## config.mk

```make
export PLATFORM = sky130hd
export DESIGN_NAME = gpio_port
export DESIGN_NICKNAME = d
export VERILOG_FILES = /design/src/rtl/gpio_pkg.sv /design/src/rtl/gpio_ctl_regs.sv /design/src/rtl/gpio_sync.sv /design/src/rtl/gpio_pad_mux.sv /design/src/rtl/gpio_cn.sv /design/src/rtl/gpio_port.sv
export SDC_FILE = /design/constraint.sdc
export NUM_CORES = 1
export LEC_CHECK = 0
export ABC_AREA = 1
export BUFFER_PORTS_ARGS = -buffer_cell sky130_fd_sc_hd__buf_2
export CAP_MARGIN = 20
export CELL_PAD_IN_SITES_DETAIL_PLACEMENT = 0
export CELL_PAD_IN_SITES_GLOBAL_PLACEMENT = 1
export CORE_MARGIN = 3
export CORE_UTILIZATION = 40
export CTS_CLUSTER_DIAMETER = 100
export CTS_CLUSTER_SIZE = 24
export DETAILED_ROUTE_END_ITERATION = 16
export PLACE_DENSITY = 0.73
export SYNTH_ARGS = -nofsm -noshare
export SYNTH_HDL_FRONTEND = slang
export SYNTH_HIERARCHICAL = 1
export SYNTH_SLANG_ARGS = --single-unit
```

## constraint.sdc

```tcl
create_clock -name clk -period 4.4 [get_ports clk]
set_input_delay 0.88 -clock clk [delete_from_list [all_inputs] [get_ports clk]]
set_output_delay 0.88 -clock clk [all_outputs]
set_load 0.005 [all_outputs]
```

## src/rtl/gpio_pkg.sv

```systemverilog
package gpio_pkg;
  localparam int ADDR_W = 3;
  localparam int NUM_CTL = 5;

  localparam logic [ADDR_W-1:0] A_DIR  = 3'd0;
  localparam logic [ADDR_W-1:0] A_LAT  = 3'd1;
  localparam logic [ADDR_W-1:0] A_ODC  = 3'd2;
  localparam logic [ADDR_W-1:0] A_PUE  = 3'd3;
  localparam logic [ADDR_W-1:0] A_CNE  = 3'd4;
  localparam logic [ADDR_W-1:0] A_PORT = 3'd5;

  typedef enum logic [1:0] {
    OP_WRITE  = 2'd0,
    OP_CLEAR  = 2'd1,
    OP_SET    = 2'd2,
    OP_INVERT = 2'd3
  } wr_op_e;
endpackage

```

## src/rtl/gpio_ctl_regs.sv

```systemverilog
module gpio_ctl_regs
  import gpio_pkg::*;
#(
  parameter int WIDTH = 16
) (
  input  logic                 clk,
  input  logic                 rst,
  input  logic                 wr,
  input  logic [ADDR_W-1:0]    addr,
  input  logic [1:0]           op,
  input  logic [WIDTH-1:0]     wdata,
  output logic [WIDTH-1:0]     dir_o,
  output logic [WIDTH-1:0]     lat_o,
  output logic [WIDTH-1:0]     odc_o,
  output logic [WIDTH-1:0]     pue_o,
  output logic [WIDTH-1:0]     cne_o
);
  logic [WIDTH-1:0] ctl_q [NUM_CTL];

  for (genvar i = 0; i < NUM_CTL; i++) begin : g_ctl
    localparam logic [ADDR_W-1:0] MY_ADDR = ADDR_W'(i);
    localparam logic [WIDTH-1:0]  RST_VAL = (i == 0) ? '1 : '0;
    logic hit;
    assign hit = wr && ((addr == MY_ADDR) || (i == 1 && addr == A_PORT));

    always_ff @(posedge clk) begin
      if (rst) begin
        ctl_q[i] <= RST_VAL;
      end else if (hit) begin
        case (wr_op_e'(op))
          OP_WRITE:  ctl_q[i] <= wdata;
          OP_CLEAR:  ctl_q[i] <= ctl_q[i] & ~wdata;
          OP_SET:    ctl_q[i] <= ctl_q[i] | wdata;
          default:   ctl_q[i] <= ctl_q[i] ^ wdata;
        endcase
      end
    end
  end

  assign dir_o = ctl_q[0];
  assign lat_o = ctl_q[1];
  assign odc_o = ctl_q[2];
  assign pue_o = ctl_q[3];
  assign cne_o = ctl_q[4];

  assert_set_sticks_R7: assert property (@(posedge clk) disable iff (rst)
    (wr && op == OP_SET && addr == A_LAT) |=>
      ((lat_o & $past(wdata)) == $past(wdata)));

  assert_clear_sticks_R7: assert property (@(posedge clk) disable iff (rst)
    (wr && op == OP_CLEAR && addr == A_DIR) |=>
      ((dir_o & $past(wdata)) == '0));

  assert_masked_bits_hold_R7: assert property (@(posedge clk) disable iff (rst)
    (wr && op != OP_WRITE && addr == A_ODC) |=>
      ((odc_o & ~$past(wdata)) == ($past(odc_o) & ~$past(wdata))));
endmodule

```

## src/rtl/gpio_sync.sv

```systemverilog
module gpio_sync #(
  parameter int WIDTH  = 16,
  parameter int STAGES = 2
) (
  input  logic             clk,
  input  logic             rst,
  input  logic [WIDTH-1:0] raw_i,
  output logic [WIDTH-1:0] sync_o
);
  logic [WIDTH-1:0] stage_q [STAGES];

  for (genvar s = 0; s < STAGES; s++) begin : g_stage
    always_ff @(posedge clk) begin
      if (rst) stage_q[s] <= '0;
      else if (s == 0) stage_q[s] <= raw_i;
      else stage_q[s] <= stage_q[(s == 0) ? 0 : s-1];
    end
  end

  assign sync_o = stage_q[STAGES-1];
endmodule

```

## src/rtl/gpio_pad_mux.sv

```systemverilog
module gpio_pad_mux #(
  parameter int WIDTH = 16
) (
  input  logic             clk,
  input  logic             rst,
  input  logic [WIDTH-1:0] dir_i,
  input  logic [WIDTH-1:0] lat_i,
  input  logic [WIDTH-1:0] odc_i,
  input  logic [WIDTH-1:0] pue_i,
  input  logic [WIDTH-1:0] alt_en,
  input  logic [WIDTH-1:0] alt_oe,
  input  logic [WIDTH-1:0] alt_out,
  output logic [WIDTH-1:0] pad_out,
  output logic [WIDTH-1:0] pad_oe,
  output logic [WIDTH-1:0] pad_pu
);
  logic [WIDTH-1:0] ovr, out_d, oe_d;

  assign ovr = alt_en & alt_oe;

  for (genvar p = 0; p < WIDTH; p++) begin : g_pin
    always_comb begin
      if (ovr[p]) begin
        out_d[p] = alt_out[p];
        oe_d[p]  = 1'b1;
      end else if (odc_i[p]) begin
        out_d[p] = 1'b0;
        oe_d[p]  = ~dir_i[p] & ~lat_i[p];
      end else begin
        out_d[p] = lat_i[p];
        oe_d[p]  = ~dir_i[p];
      end
    end
  end

  always_ff @(posedge clk) begin
    if (rst) begin
      pad_out <= '0;
      pad_oe  <= '0;
      pad_pu  <= '0;
    end else begin
      pad_out <= out_d;
      pad_oe  <= oe_d;
      pad_pu  <= pue_i & dir_i;
    end
  end

  assert_override_drives_R5: assert property (@(posedge clk) disable iff (rst)
    1'b1 |=> (((pad_oe & $past(ovr)) == $past(ovr)) &&
              ((pad_out & $past(ovr)) == ($past(alt_out) & $past(ovr)))));

  assert_od_never_high_R6: assert property (@(posedge clk) disable iff (rst)
    1'b1 |=> ((pad_out & pad_oe & $past(odc_i & ~ovr)) == '0));

  assert_pullup_inputs_only_R8: assert property (@(posedge clk) disable iff (rst)
    1'b1 |=> ((pad_pu & ~$past(dir_i)) == '0));
endmodule

```

## src/rtl/gpio_cn.sv

```systemverilog
module gpio_cn #(
  parameter int WIDTH = 16
) (
  input  logic             clk,
  input  logic             rst,
  input  logic [WIDTH-1:0] sync_i,
  input  logic [WIDTH-1:0] cne_i,
  input  logic             port_rd,
  output logic             cn_flag
);
  logic [WIDTH-1:0] ref_q;
  logic             diff;

  assign diff = |((sync_i ^ ref_q) & cne_i);

  always_ff @(posedge clk) begin
    if (rst) begin
      ref_q   <= '0;
      cn_flag <= 1'b0;
    end else if (port_rd) begin
      ref_q   <= sync_i;
      cn_flag <= 1'b0;
    end else if (diff) begin
      cn_flag <= 1'b1;
    end
  end

  assert_read_clears_R9: assert property (@(posedge clk) disable iff (rst)
    port_rd |=> !cn_flag);

  assert_flag_sticky_R9: assert property (@(posedge clk) disable iff (rst)
    (cn_flag && !port_rd) |=> cn_flag);

  assert_quiet_when_disabled_R10: assert property (@(posedge clk) disable iff (rst)
    ($rose(cn_flag)) |-> ($past(cne_i) != '0));
endmodule

```

## src/rtl/gpio_port.sv

```systemverilog
module gpio_port
  import gpio_pkg::*;
#(
  parameter int WIDTH       = 16,
  parameter int SYNC_STAGES = 2
) (
  input  logic                 clk,
  input  logic                 rst,
  input  logic                 reg_wr,
  input  logic                 reg_rd,
  input  logic [2:0]           reg_addr,
  input  logic [1:0]           reg_op,
  input  logic [WIDTH-1:0]     reg_wdata,
  output logic [WIDTH-1:0]     reg_rdata,
  output logic                 reg_rd_valid,
  input  logic [WIDTH-1:0]     alt_en,
  input  logic [WIDTH-1:0]     alt_oe,
  input  logic [WIDTH-1:0]     alt_out,
  input  logic [WIDTH-1:0]     pad_in,
  output logic [WIDTH-1:0]     pad_out,
  output logic [WIDTH-1:0]     pad_oe,
  output logic [WIDTH-1:0]     pad_pu,
  output logic                 cn_irq
);
  logic [WIDTH-1:0] dir_q, lat_q, odc_q, pue_q, cne_q, pin_sync;
  logic [WIDTH-1:0] rd_mux;
  logic             port_rd;

  assign port_rd = reg_rd && (reg_addr == A_PORT);

  gpio_ctl_regs #(.WIDTH(WIDTH)) u_regs (
    .clk(clk), .rst(rst), .wr(reg_wr), .addr(reg_addr), .op(reg_op),
    .wdata(reg_wdata), .dir_o(dir_q), .lat_o(lat_q), .odc_o(odc_q),
    .pue_o(pue_q), .cne_o(cne_q)
  );

  gpio_sync #(.WIDTH(WIDTH), .STAGES(SYNC_STAGES)) u_sync (
    .clk(clk), .rst(rst), .raw_i(pad_in), .sync_o(pin_sync)
  );

  gpio_pad_mux #(.WIDTH(WIDTH)) u_mux (
    .clk(clk), .rst(rst), .dir_i(dir_q), .lat_i(lat_q), .odc_i(odc_q),
    .pue_i(pue_q), .alt_en(alt_en), .alt_oe(alt_oe), .alt_out(alt_out),
    .pad_out(pad_out), .pad_oe(pad_oe), .pad_pu(pad_pu)
  );

  gpio_cn #(.WIDTH(WIDTH)) u_cn (
    .clk(clk), .rst(rst), .sync_i(pin_sync), .cne_i(cne_q),
    .port_rd(port_rd), .cn_flag(cn_irq)
  );

  always_comb begin
    case (reg_addr)
      A_DIR:   rd_mux = dir_q;
      A_LAT:   rd_mux = lat_q;
      A_ODC:   rd_mux = odc_q;
      A_PUE:   rd_mux = pue_q;
      A_CNE:   rd_mux = cne_q;
      A_PORT:  rd_mux = pin_sync;
      default: rd_mux = '0;
    endcase
  end

  always_ff @(posedge clk) begin
    if (rst) begin
      reg_rdata    <= '0;
      reg_rd_valid <= 1'b0;
    end else begin
      reg_rd_valid <= reg_rd;
      if (reg_rd) reg_rdata <= rd_mux;
    end
  end

  assert_read_latency_R2: assert property (@(posedge clk) disable iff (rst)
    reg_rd |=> reg_rd_valid);

  assert_no_spurious_valid_R2: assert property (@(posedge clk) disable iff (rst)
    !reg_rd |=> !reg_rd_valid);
endmodule

```

# [Yosys cells after proc, flatten, opt, wreduce, memory -nomap -nowiden]
# Memory sizes are Yosys's and may differ from the RTL's.
# Index checks and enable logic that the tools add are counted.
[totals] ff_bits=82 latch_bits=0 ramBits=112 rom_bits=0 in_bits=89 output_inout_bits=66 word_cells=272 memories=2
[classes] n_addsub=0 mul=0 n_div=0 order_cmp=0 n_eq_ne=7 shift=0 muxes=154 bitwise_logic=90 n_reduce_logical=12
[memory_table] name="u_regs.ctl_q" depth=5 width=16 read_ports=5 rd_ports_with_merged_regs=0 wr=5 line_no="gpio_ctl_regs.sv:18" text="logic [WIDTH-1:0] ctl_q [NUM_CTL];"
[memory_table] name="u_sync.stage_q" depth=2 width=16 read_ports=2 rd_ports_with_merged_regs=0 wr=2 line_no="gpio_sync.sv:10" text="logic [WIDTH-1:0] stage_q [STAGES];"
[ops] operator="2-to-1 mux 16 bit" n=22
[ops] operator="2-to-1 mux 1 bit" n=131
[ops] operator="AND 16 bit" n=8
[ops] operator="one-hot mux 16 bit (6 select lines)" n=1
[ops] operator="bitwise XOR 16 bit" n=6
[ops] operator="bitwise OR 16 bit" n=5
[ops] operator="NOT 1 bit" n=32
[ops] operator="bitwise OR 1 bit" n=22
[ops] operator="AND 1 bit" n=16
[ops] operator="NOT 16 bit" n=1
[ops] operator="OR reduction 16 bit" n=1
[ops] operator="== test 3 x 2 -> 1 bit, second input constant" n=2
[ops] operator="== test 3 bit, second input constant" n=2
[ops] operator="logical AND 1 bit" n=6
[ops] operator="== test 3 x 1 -> 1 bit, second input constant" n=1
[ops] operator="logical NOT 3 bit" n=1
[ops] operator="OR reduction 3 bit" n=1
[ops] operator="== test 2 x 1 -> 1 bit, second input constant" n=1
[ops] operator="== test 2 bit, second input constant" n=1
[ops] operator="logical NOT 2 bit" n=1
[ops] operator="OR reduction 2 bit" n=1
[ops] operator="logical OR 1 bit" n=1

# [Longest topological paths before layout]
# Gate-level depths: netlist of the first run.
[logic_depth] ltp_word=10 depth_mapped=8 depth_no_buf=8

# [Modules after synthesis]
# Netlist of the first run, hierarchy kept.
[modules_own_cells] mod="gpio_ctl_regs" n_inst=1 cells_each=959 area_per_inst_um2=7523.5 seq_area_each_um2=2402.3
[modules_own_cells] mod="gpio_pad_mux" n_inst=1 cells_each=294 area_per_inst_um2=1985.7 seq_area_each_um2=960.9
[modules_own_cells] mod="gpio_port" n_inst=1 cells_each=266 area_per_inst_um2=1571.5 seq_area_each_um2=340.3
[modules_own_cells] mod="gpio_sync" n_inst=1 cells_each=99 area_per_inst_um2=914.6 seq_area_each_um2=640.6
[modules_own_cells] mod="gpio_cn" n_inst=1 cells_each=148 area_per_inst_um2=909.6 seq_area_each_um2=340.3

# [Least setup slack after synthesis of the first run]
# OpenSTA, ideal clock, no wires.
[synth_path] kind="input port to flip-flop" start="input reg_addr[0]" end="memory u_regs.ctl_q[4][0], enable pin" setup_time_ns=0.411 arrival_ns=2.234 t_required_ns=3.989 slack_ns=1.755 cell_stages=3 n_path_buf=0 cell_sequence="inv_1 -> nand2_1 -> o21ai_0"
[synth_rtl] element="start: declaration" line_no="gpio_port.sv:11" text="input logic [2:0] reg_addr,"
[synth_rtl] element="end: declaration" line_no="gpio_ctl_regs.sv:18"

==> reports/summary.md, run 1 <==
In the final layout, the share of cells above drive strength 1 is 13.2%. The CTS sink count is 194. The tools report the critical path endpoint category as a flop. The count of endpoints failing hold in the final timing report came out at 0. Count of boundary I/O pins: 155.

The peak ir drop on the vdd network came out at 0.284 mV. The flow ran to the end, and the final reports show no timing, DRC or antenna violations. For the number of cells upsized or downsized after cts, the log shows 0.

Worst slew slack as a fraction of its limit: 27.3%. The number of failing setup endpoints in the final timing report was 0; the number of buffers on the longest clock path was 2. Aggregate global routing overflow: 0. Yosys attributes the largest share of cell area to sky130_fd_sc_hd__edfxtp_1, sky130_fd_sc_hd__dfxtp_1, sky130_fd_sc_hd__ha_1, sky130_fd_sc_hd__nand2_1, sky130_fd_sc_hd__inv_1.

Fill cells in the final layout number 3266. The HPWL after detailed placement is 28700 um, and the xor/xnor cell area share of the yosys netlist is 0%. TritonCTS built the clock tree.

Entering global routing, the biggest net connects 44 pins. Buffers added to address setup during post-CTS repair amount to 0. At the worst endpoint, the arrival time is 3190 ps. In this run the horizontal extent of the chip is 186 um.

The run gives 0 as the DRC violations left. Dividing the final minimum period by the clock period gives 65.7%. Leaving out fill and tap cells, the most frequent cells in the layout are sky130_fd_sc_hd__nand2_1, sky130_fd_sc_hd__inv_1, sky130_fd_sc_hd__nor2_1. Max-cap violations in this run came to 0. Counting distinct cell types in the post-synthesis netlist gives 30.

The complex-gate fraction of the synthesized area was 6.34%. For this design, the CTS-stage hold fixing added 0 buffers. Derived from the worst setup path, the maximum achievable clock frequency is 0.346 GHz. The kind of critical path is in -> reg. The combinational family with the most area after synthesis was simple AND/OR/NAND/NOR gates. The worst setup path is launched from a primary input.

The pin slew with the least headroom to its limit was 1090 ps. The floorplan has 65 rows. Final critical-path required period: 2890 ps.

For the number of max-slew violations in the final report, the log shows 0. Weighted congestion reported at the end of routability-driven placement: 0.826. The worst register-to-register path begins at u_regs/ctl_q[0][7]$_DFFE_PP_.

The number of buffer cells added on primary ports works out to 154. The number of design-rule violations left by the first detailed-router iteration was 984. Setup repair after global routing left no endpoint under its margin. The first global-routing pass estimated 63700 um of wire. The run gives 34500 um^2 as the die outline area. The maximum fanout count along the critical path is 39, and the share of the yosys chip area belonging to registers is 36.3%. Buffers inserted during clock tree synthesis total 17.

The share of the synthesized area in the top cell type was 18.6%. For the synthesized net count, the log shows 2015. Synthesized area divided by synthesized cell count: 7.31 um^2. The biggest area contributor in the post-synthesis netlist is sky130_fd_sc_hd__edfxtp_1.

In the synthesized netlist, the number of instances is 1766. The logs give 4700 ps for the required arrival time at the worst endpoint and 0 ps for the setup TNS. The storage element area came out at 4680 um^2.

Using the TritonRoute via totals, the vias-per-cell ratio works out to 5.17. The diode insertion count for antenna repair came out at 0. The aggregate routed wire length came out at 41600 um. The startpoint identified for the worst hold timing path is u_sync/stage_q[0][8]$_SDFF_PP0_. For the final database, setup skew stands at 12.3 ps. For this run, the detailed router's first-pass iteration total came to 6. In this run the register-to-register setup slack is 3030 ps.

The synthesis-stage register bit count was 194. The H-tree generated during clock tree synthesis spans 4 levels. The number of global-route vias before repair was 11200; the register clock-pin slew on the reported worst setup and hold paths was 70 ps.

The share of cell area taken by muxes after synthesis was 0%; the area share of and/or/nand/nor cells after synthesis was 29.1%. In this run the worst hold path is classified as reg -> reg. The later pin in the worst-skew pair is clocked with a latency of 460 ps. The area occupied by multi-input gates is 6590 um^2.

The reported leakage power was 7.51 nW. The adder and majority gate portion of the synthesized area came out at 15.5%. The per-cell routed wire length is 18.0 um.

The number of antenna violations at the first check in global routing is 0, and the power per cell area is 285 nW/um^2. In this run the vertical extent of the chip is 186 um. The initial core utilization was 40.8%; the overall global routing resource usage was 24.2%. The synthesized netlist occupies a cell area of 12900 um^2.

The tools report the launch point of the worst path as reg_addr[1]. The detail route stage leaves a number of antenna-violating nets equal to 0. Across all layers, the routed design uses 11900 vias. For the worst hold margin, the log shows 401 ps. The tree is rooted in a sky130_fd_sc_hd__clkbuf_16. The area growth from synthesis to layout is 13.1%. The total area inside the core boundary comes to 31600 um^2. Leaving out fill and tap cells, the most frequent cell in the layout is sky130_fd_sc_hd__nand2_1. During synthesis, Yosys emitted a total of 6 warnings. Number of nets in the finished design: 2144.
## critical path, cell delays in order
cell and delay [ps]:
sky130_fd_sc_hd__buf_2 390, sky130_fd_sc_hd__inv_1 180, sky130_fd_sc_hd__nand2_1 150, sky130_fd_sc_hd__nor2_1 580, sky130_fd_sc_hd__nand2_1 330, sky130_fd_sc_hd__buf_4 290, sky130_fd_sc_hd__inv_1 230, sky130_fd_sc_hd__nand2_1 80
sky130_fd_sc_hd__o21ai_0 80
## cells by family (layout without fill, tap and decap cells)
family	count (synthesis)	after routing
and+or+nand+nor	863	863
buffers and inverters	402	544
DFF	194	194
adders and majority gates	160	160
AOI/OAI and AO/OA	147	147
## report_power, final
part | switching, mW | internal, mW | leakage (nW)
registers | 0.0732 | 1.96 | 1.73
logic | 0.358 | 0.173 | 5.49
clock network | 0.815 | 0.790 | 0.292
total | 1.25 | 2.92 | 7.51
## routing by layer
layer	wire length, um	up-vias	global-route usage (%)
met3	2970	62	4.40
met2	18700	461	39.1
met1	18900	5536	32.6
li1	-	5881	-
met4	973	0	8.40
met5	0	-	0
## stage by stage
stage	util (%)	power (mW)	cells	instance area, um^2	setup slack (ps)
2_1_floorplan	-	2.37	1766	12900	1760
3_3_place_gp	44.3	2.59	2278	14000	1190
3_5_place_dp	44.3	2.60	2278	14000	1080
4_1_cts	46.1	4.21	2310	14600	1580
5_1_grt	46.1	4.36	2310	14600	1260
6_report	46.1	4.17	2310	14600	1510
## path summary, 6_finish.rpt
kind                            cells past startpoint                              end
worst max-delay path                                9    u_regs/ctl_q[0][10]$_DFFE_PP_
worst min-delay path                                2  u_sync/stage_q[1][8]$_SDFF_PP0_
worst max register to register                      7     u_regs/ctl_q[0][7]$_DFFE_PP_
worst min register to register                      2  u_sync/stage_q[1][8]$_SDFF_PP0_
## registers in the layout (all words and copies together), names as in the netlist
name	count
u_mux/pad_out	16
u_cn/cn_flag	1
u_sync/stage_q	32
reg_rdata	16
u_mux/pad_pu	16
u_cn/ref_q	16
u_regs/ctl_q	80
u_mux/pad_oe	16
reg_rd_valid	1
## cell usage after synthesis
cell	n
sky130_fd_sc_hd__o21ai_1	2
sky130_fd_sc_hd__o21ai_0	55
sky130_fd_sc_hd__nor2_2	13
sky130_fd_sc_hd__or2_1	3
sky130_fd_sc_hd__o211ai_1	6
sky130_fd_sc_hd__inv_1	324
sky130_fd_sc_hd__nor4_1	1
sky130_fd_sc_hd__nand2_2	1
sky130_fd_sc_hd__edfxtp_1	80
sky130_fd_sc_hd__ha_1	160
sky130_fd_sc_hd__a31oi_2	1
sky130_fd_sc_hd__buf_12	1
sky130_fd_sc_hd__buf_2	40
sky130_fd_sc_hd__nand3_1	104
sky130_fd_sc_hd__nand2_1	450
sky130_fd_sc_hd__a21oi_1	67
sky130_fd_sc_hd__clkbuf_1	20
sky130_fd_sc_hd__nand4_1	112
sky130_fd_sc_hd__buf_4	4
sky130_fd_sc_hd__dfxtp_1	114
sky130_fd_sc_hd__nor2_4	2
sky130_fd_sc_hd__buf_6	7
sky130_fd_sc_hd__inv_2	5
sky130_fd_sc_hd__nor3b_1	1
sky130_fd_sc_hd__nor3_2	2
sky130_fd_sc_hd__or2_2	7
sky130_fd_sc_hd__inv_8	1
sky130_fd_sc_hd__nand3_2	1
sky130_fd_sc_hd__o2111ai_1	16
sky130_fd_sc_hd__nor2_1	166
## area by class of cell
| type | instances | area share (%) |
|---|---|---|
| timing repair buffer | 182 | 6.74 |
| inverter | 330 | 8.54 |
| multi-input combinational | 1170 | 45.2 |
| clock inverter | 14 | 0.943 |
| clock buffer | 18 | 3.09 |
| tap | 402 | 3.45 |
| sequential | 194 | 32.1 |
Note: power is estimated with default switching activity, not from simulation.
==> run 2, diff against run 1 <==
--- a/config.mk
+++ b/config.mk
@@ -11,11 +11,11 @@
 export CELL_PAD_IN_SITES_DETAIL_PLACEMENT = 0
 export CELL_PAD_IN_SITES_GLOBAL_PLACEMENT = 1
 export CORE_MARGIN = 3
-export CORE_UTILIZATION = 40
+export CORE_UTILIZATION = 39
 export CTS_CLUSTER_DIAMETER = 100
 export CTS_CLUSTER_SIZE = 24
 export DETAILED_ROUTE_END_ITERATION = 16
-export PLACE_DENSITY = 0.73
+export PLACE_DENSITY = 0.74
 export SYNTH_ARGS = -nofsm -noshare
 export SYNTH_HDL_FRONTEND = slang
 export SYNTH_HIERARCHICAL = 1
==> constraint.sdc (replaced) <==
create_clock -name clk -period 2.37 [get_ports clk]
set_input_delay 0.474 -clock clk [delete_from_list [all_inputs] [get_ports clk]]
set_output_delay 0.474 -clock clk [all_outputs]
set_load 0.005 [all_outputs]
==> reports/summary.md, run 2 (synthesis results as in run 1) <==
The maximum fanout count along the critical path is 25 (-36%). The flow ran to the end, and the final reports show no timing, DRC or antenna violations. The critical path in this run is classified as in -> reg.

The met3 layer usage reported by global route is 3.35% (-1.1 points), and the worst path setup slack after routing is 725 ps (-782 ps). The run gives 939 (-4.6%) as the number of design-rule violations left by the first detailed-router iteration. The part of the power in registers was 48.0% (-0.7 points). The chip height was 188 um (+1.2%); the post-CTS setup buffer count was 0 (unchanged).

The signed area change from the synthesized netlist to the final layout is 15.8%, and the per-cell routed wire length is 17.7 um (-1.4%). The x dimension of the die was 188 um (+1.2%); the number of flip-flops under the largest register name was 80 (unchanged). The die outline area was 35300 um^2 (+2.5%); the met1 track demand over resource in global routing was 33.7% (+1.1 points). Setup repair after global routing left no endpoint under its margin. The tools report the final core area utilization as 46.6% (+0.50 points). The total number of H-tree levels is 4 (unchanged).

In the layout the commonest cells are sky130_fd_sc_hd__nand2_1, sky130_fd_sc_hd__inv_1, sky130_fd_sc_hd__nor2_1. The tools report the number of buffers inserted for hold repair after clock tree synthesis as 0 (unchanged). The global routing stage identified its most utilized layer as met2. The run gives 0 ps (unchanged) as the setup TNS.

For the row count, the log shows 65 (unchanged). For the worst slew slack as a fraction of its limit, the log shows 46.4% (+19 points). Nature of the critical path startpoint: a primary input.

For the number of buffers on the longest clock path, the log shows 2 (unchanged). For this design, the slowest cell found on the critical path is sky130_fd_sc_hd__nor2_1. The worst hold path begins at pad_in[3].

TritonCTS built the clock tree. The logs give 38.8% (+0.3 points) for the power share of the clock group and 0 (unchanged) for the number of cells upsized or downsized after cts. The largest registers in the layout are u_regs/ctl_q (80), u_sync/stage_q (32). The pin count of the biggest net entering global routing came out at 44 (unchanged). STA classifies the critical path endpoint as a flop. For the number of global-route vias before repair, the log shows 11100 (-1.1%).

The tools report the source-to-sink clock delay at the later pin of the worst-skew pair as 460 ps (about the same). Diode insertion count for antenna repair: 0 (unchanged). The standard cell core area is 32000 um^2 (+1.3%). The leading cell type in the layout, fill and taps excluded was sky130_fd_sc_hd__nand2_1. The tools report the detailed-router iteration count before antenna repair as 8 (+2). The worst path needs 1650 ps of the cycle, external delays included. The overall global routing resource usage is 23.8% (-0.37 points). The number of max-slew violations in the final report was 0 (unchanged). The register clock-pin slew on the reported worst setup and hold paths is 80 ps (about the same). The CTS sink count was 194 (unchanged). The count of boundary I/O pins was 155 (unchanged); the met2 usage in global routing was 38.2% (-0.89 points). The run gives 0.522 mV (+84%) as the peak ir drop on the vdd network. The tools report the filler-free cell count of the finished design as 2380 (+3.0%). The run gives 65300 um (+2.5%) as the global-route wire length before repair.

The number of failing setup endpoints in the final timing report came out at 0 (unchanged). The weighted congestion reported at the end of routability-driven placement is 0.856 (+3.5%), and the count of endpoints failing hold in the final timing report is 0 (unchanged). The tools report the via count as 12100 (+1.6%).

The signal on the critical path passes through buf_2 > buf_4 > nor2_1 > nand3_1 > nor2_1 > buf_4 > nand2_1 > nand2_1 > o21ai_0. The HPWL after detailed placement was 30600 um (+6.5%); the number of antenna violations at the first check in global routing was 0 (unchanged). The buffer type at the clock tree root is sky130_fd_sc_hd__clkbuf_16.

The register name with the most flops was u_regs/ctl_q. The logs give 292 ps (-789 ps) for the post-placement worst setup slack and 0 (unchanged) for the DRC violations left. For the clock skew after layout, the log shows 13.7 ps (+1.33 ps).

The initial core utilization is 40.3% (-0.52 points), and the internal power is 5.51 mW (+89%). Derived from the worst setup path, the maximum achievable clock frequency is 0.608 GHz. The run gives 1850 ps (-1340 ps) as the arrival time of data at the critical path endpoint.

Dividing the final minimum period by the clock period gives 69.4%. The number of nets in the finished design came out at 2181 (+1.7%). The number of buffers created by CTS came out at 17 (unchanged).

Fraction of power spent switching nets: 29.8% (-0.15 points). The combinational share of power came out at 13.2% (+0.4 points). The tools report the reported leakage power as 7.70 nW (+2.5%).

For the aggregate routed wire length, the log shows 42200 um (+1.6%). The tools report the required arrival time at the worst endpoint as 2580 ps (-2120 ps). The path class of the tightest hold or removal check is in -> reg.

The setup slack of the worst register-to-register path is 1010 ps (-2020 ps), and the net load switching power is 2.34 mW (+88%). The logs give 7.85 mW (+88%) for the post-layout total power and 0 (unchanged) for the number of max-cap violations. The tools report the aggregate global routing overflow as 0 (unchanged). The share of cells above drive strength 1 is 14.7% (+1.5 points). The total instance count after detailed placement was 2348 (+3.1%). For the number of fill cells in the layout, the log shows 3343 (+2.4%).

Via density per instance: 5.10 (-1.3%). The power per cell area is 525 nW/um^2 (+84%), and the number of nets with antenna violations after detailed routing is 0 (unchanged). The tools report the startpoint of the lowest-slack register-to-register path as u_regs/ctl_q[0][3]$_DFFE_PP_. The number of buffer cells added on primary ports is 154 (unchanged).

The tools report the launch point of the worst path as reg_addr[1]. The pin slew with the least headroom to its limit was 803 ps (-285 ps); the maximum cell stage delay along the critical path was 290 ps (-290 ps).
[run 2: cell type report]
cell class	instances	area, um^2	area share, %
timing repair buffer	219	1290	8.61
inverter	330	1250	8.34
sequential	194	4680	31.3
clock buffer	19	475	3.18
multi-input combinational	1170	6580	44.0
tap	435	544	3.64
clock inverter	13	130	0.871
[run 2: per-layer routing]
layer | wire length, um | up-vias
met4 | 826 | 0
met5 | 0 | -
met1 | 19500 | 5659
met2 | 19300 | 468
li1 | - | 5962
met3 | 2640 | 47
[run 2: critical path: cells and delay by family]
family / cells / cell delay (ps)
buffers and inverters: 3 / 590
and+or+nand+nor: 5 / 690
AOI/OAI and AO/OA: 1 / 70
[run 2: power groups by stage]
stage / clock [mW] / combinational (mW) / sequential [mW]
6_report: 3.05 / 1.04 / 3.77
5_1_grt: 3.25 / 1.17 / 3.79
4_1_cts: 3.12 / 1.04 / 3.77
3_5_place_dp: 0 / 1.03 / 3.84
3_3_place_gp: 0 / 1.01 / 3.84
2_1_floorplan: 0 / 0.600 / 3.80
[run 2: worst paths after layout]
check | end | cells after the start
worst max-delay path | u_regs/ctl_q[0][1]$_DFFE_PP_ | 9
worst max register to register | u_regs/ctl_q[0][3]$_DFFE_PP_ | 4
worst min-delay path | u_sync/stage_q[0][3]$_SDFF_PP0_ | 3
worst min register to register | u_sync/stage_q[1][1]$_SDFF_PP0_ | 2
[run 2: through the flow]
step	hold WS (ps)	instance area (um^2)
after floorplan	388	12900
after global placement	397	14300
after detailed placement	396	14300
after CTS	190	14900
after global routing	205	14900
final	204	14900
==> run 3, diff against run 2 <==
==> constraint.sdc (replaced) <==
create_clock -name clk -period 1.34 [get_ports clk]
set_input_delay 0.268 -clock clk [delete_from_list [all_inputs] [get_ports clk]]
set_output_delay 0.268 -clock clk [all_outputs]
set_load 0.005 [all_outputs]
==> reports/summary.md, run 3 (synthesis results as in run 1) <==
The flow ran to the end, and the final reports show no timing, DRC or antenna violations. The maximum fanout count along the critical path is 3 (-88%), and the number of nets in the finished design is 2335 (+7.1%). Count of endpoints failing hold in the final timing report: 0 (unchanged).

Setup repair after global routing left no endpoint under its margin. The worst slew slack as a fraction of its limit was 52.6% (+6.2 points). Chip height: 188 um (unchanged). The run gives 15700 um^2 (+9.8%) as the post-detailed-placement cell area.

The tools report the weighted congestion reported at the end of routability-driven placement as 0.884 (+3.3%). For the aggregate global routing overflow, the log shows 0 (unchanged). The number of failing setup endpoints in the final timing report is 0 (unchanged), and the pin count of the biggest net entering global routing is 64 (+45%). The per-cell routed wire length works out to 17.5 um (-1.6%). The tools report the global-route wire length before repair as 68100 um (+4.3%). The run gives 77.0 ps (-127 ps) as the worst hold margin. The post-layout total power was 14.3 mW (+82%). The die outline area is 35300 um^2 (unchanged).

TritonCTS built the clock tree. The final critical-path required period is 1280 ps, and the x dimension of the die is 188 um (unchanged). For the arrival time of data at the critical path endpoint, the log shows 1600 ps (-250 ps). The maximum cell stage delay along the critical path is 450 ps (+160 ps). In the final layout, the registers with the most flip-flops are u_regs/ctl_q (80), u_sync/stage_q (32). The number of max-cap violations came out at 0 (unchanged).

The clock skew after layout is 20.6 ps (+6.89 ps). The reported leakage power is 8.55 nW (+11%). The min-delay analysis places its worst path in the category in -> reg.

The final critical path takes up 95.9% of the cycle. The number of design-rule violations left by the first detailed-router iteration came out at 1190 (+27%). The peak ir drop on the vdd network was 0.815 mV (+56%); the number of antenna violations at the first check in global routing was 1 (+1). The register clock-pin slew on the reported worst setup and hold paths was 80 ps (about the same). The overall global routing resource usage was 24.8% (+0.94 points); the part of the power in registers was 46.5% (-1.5 points). The via count is 12700 (+4.8%), and the net load switching power is 4.24 mW (+82%). The worst-path cell with the longest stage delay was sky130_fd_sc_hd__edfxtp_1. STA classifies the critical path startpoint as a flop.

The register with the most flip-flops in the final layout is u_regs/ctl_q. The number of buffers on the longest clock path is 2 (unchanged). For the required arrival time at the worst endpoint, the log shows 1650 ps (-930 ps). The library cell used most frequently in the layout, excluding fill and tap cells, is sky130_fd_sc_hd__nand2_1. The area of all placed cells without fillers was 16500 um^2 (+11%); the power share of the clock group was 37.6% (-1.2 points).

The buffer and inverter count on the worst path came out at 1 (-2). The number of fill cells in the layout was 3229 (-3.4%); the number of buffer cells added on primary ports was 154 (unchanged). The tools report the CTS sink count as 194 (unchanged). The logs give 44300 um (+4.8%) for the aggregate routed wire length and 11800 (+6.6%) for the number of global-route vias before repair. Traced cell by cell, the critical path runs through inv_1 > ha_1 > or2_2 > a21oi_1. Diode insertion count for antenna repair: 0 (unchanged). The tools report the number of buffers created by CTS as 17 (unchanged). Leaving out fill and tap cells, the most frequent cells in the layout are sky130_fd_sc_hd__nand2_1, sky130_fd_sc_hd__inv_1, sky130_fd_sc_hd__buf_4. In this run the clock root is driven by a sky130_fd_sc_hd__clkbuf_16. The critical path endpoint category is a flop. Maximum clock rate: 0.778 GHz. The share of cells above drive strength 1 came out at 20.5% (+5.8 points). The HPWL after detailed placement was 33400 um (+9.0%).

The total stage count of the critical path was 4 (-5); the internal power was 10.0 mW (+82%). The power per cell area is 864 nW/um^2 (+65%), and the fraction of power spent switching nets is 29.7% (-0.089 points). The run gives 6610 um^2 (+0.55%) as the area occupied by multi-input gates. The pin slew with the least headroom to its limit was 711 ps (-92.1 ps); the row count was 65 (unchanged). The signed area change from the synthesized netlist to the final layout was 28.1%; the number of nets with antenna violations after detailed routing was 0 (unchanged). The total number of H-tree levels came out at 4 (unchanged). The logs give 480 ps (+20 ps) for the source-to-sink clock delay at the later pin of the worst-skew pair and 2534 (+6.5%) for the filler-free cell count of the finished design. The detailed-router iteration count before antenna repair was 5 (-3).

The logs give 4680 um^2 (unchanged) for the storage element area and 155 (unchanged) for the count of boundary I/O pins. For the initial core utilization, the log shows 40.3% (unchanged). Hold-critical path depth: 4 (+1).

Grouping stages by cell kind, the critical path spends the most delay in flip-flops. For the DRC violations left, the log shows 0 (unchanged). By startpoint and endpoint, the worst setup path is classified as reg -> reg. The via density per instance was 5.02 (-1.6%). The combinational share of power is 15.9% (+2.7 points), and the total instance count after detailed placement is 2480 (+5.6%). The standard cell core area was 32000 um^2 (unchanged); the number of max-slew violations in the final report was 0 (unchanged). The number of flip-flops under the largest register name was 80 (unchanged). The number of cells traversed by the worst register-to-register path was 4 (unchanged).
[run 3: worst min-delay path, stage by stage]
cell and delay (ps):
sky130_fd_sc_hd__buf_2 90, sky130_fd_sc_hd__nand3_1 60, sky130_fd_sc_hd__nand2_1 60, sky130_fd_sc_hd__nor2_1 30
[run 3: metal layers]
metal / routed length [um] / track usage, % / vias up
li1: - / - / 6264
met1: 20000 / 33.6 / 5944
met2: 20500 / 40.5 / 449
met3: 2630 / 3.48 / 62
met4: 1140 / 8.54 / 0
met5: 0 / 0 / -
[run 3: cell type report]
class / instances / area share, %
repair buffers: 373 / 17.3
well taps: 435 / 3.29
clock inverters: 15 / 0.984
flip-flops and latches: 194 / 28.3
inverters: 330 / 7.57
multi-input cells: 1170 / 40.0
clock buffers: 17 / 2.57
[run 3: final timing paths]
kind | from | slack, ps | end
setup / recovery | u_regs/ctl_q[0][2]$_DFFE_PP_ | 60 | u_regs/ctl_q[0][2]$_DFFE_PP_
hold / removal | alt_oe[3] | 80 | u_mux/pad_out[3]$_SDFF_PP0_
setup reg to reg | u_regs/ctl_q[0][2]$_DFFE_PP_ | 60 | u_regs/ctl_q[0][2]$_DFFE_PP_
hold reg to reg | u_sync/stage_q[0][5]$_SDFF_PP0_ | 410 | u_sync/stage_q[1][5]$_SDFF_PP0_
[run 3: timing repair]
| action | 4_1_cts | 5_1_grt |
|---|---|---|
| gates resized for setup | 0 | 1 |
| setup buffers | 0 | 6 |
| hold buffers | 16 | 0 |
| setup endpoints to repair | 0 | 5 |
| hold endpoints to repair | 16 | 0 |
[run 3: power groups by stage]
stage	registers [mW]	logic [mW]	clock network [mW]
after global routing	6.68	2.54	5.69
final	6.64	2.27	5.38
after floorplan	6.72	1.09	0
after global placement	6.77	2.17	0
after detailed placement	6.78	2.21	0
after CTS	6.64	2.26	5.48
[run 3: stage by stage]
stage	util, %	setup TNS [ps]	worst slack, ps
finish	51.6	0	55.1
global route	51.6	0	9.46
CTS	51.4	0	69.3
detailed placement	49.1	-46220	-366
global placement	49.1	-43230	-332
floorplan	-	-4870	-84.7
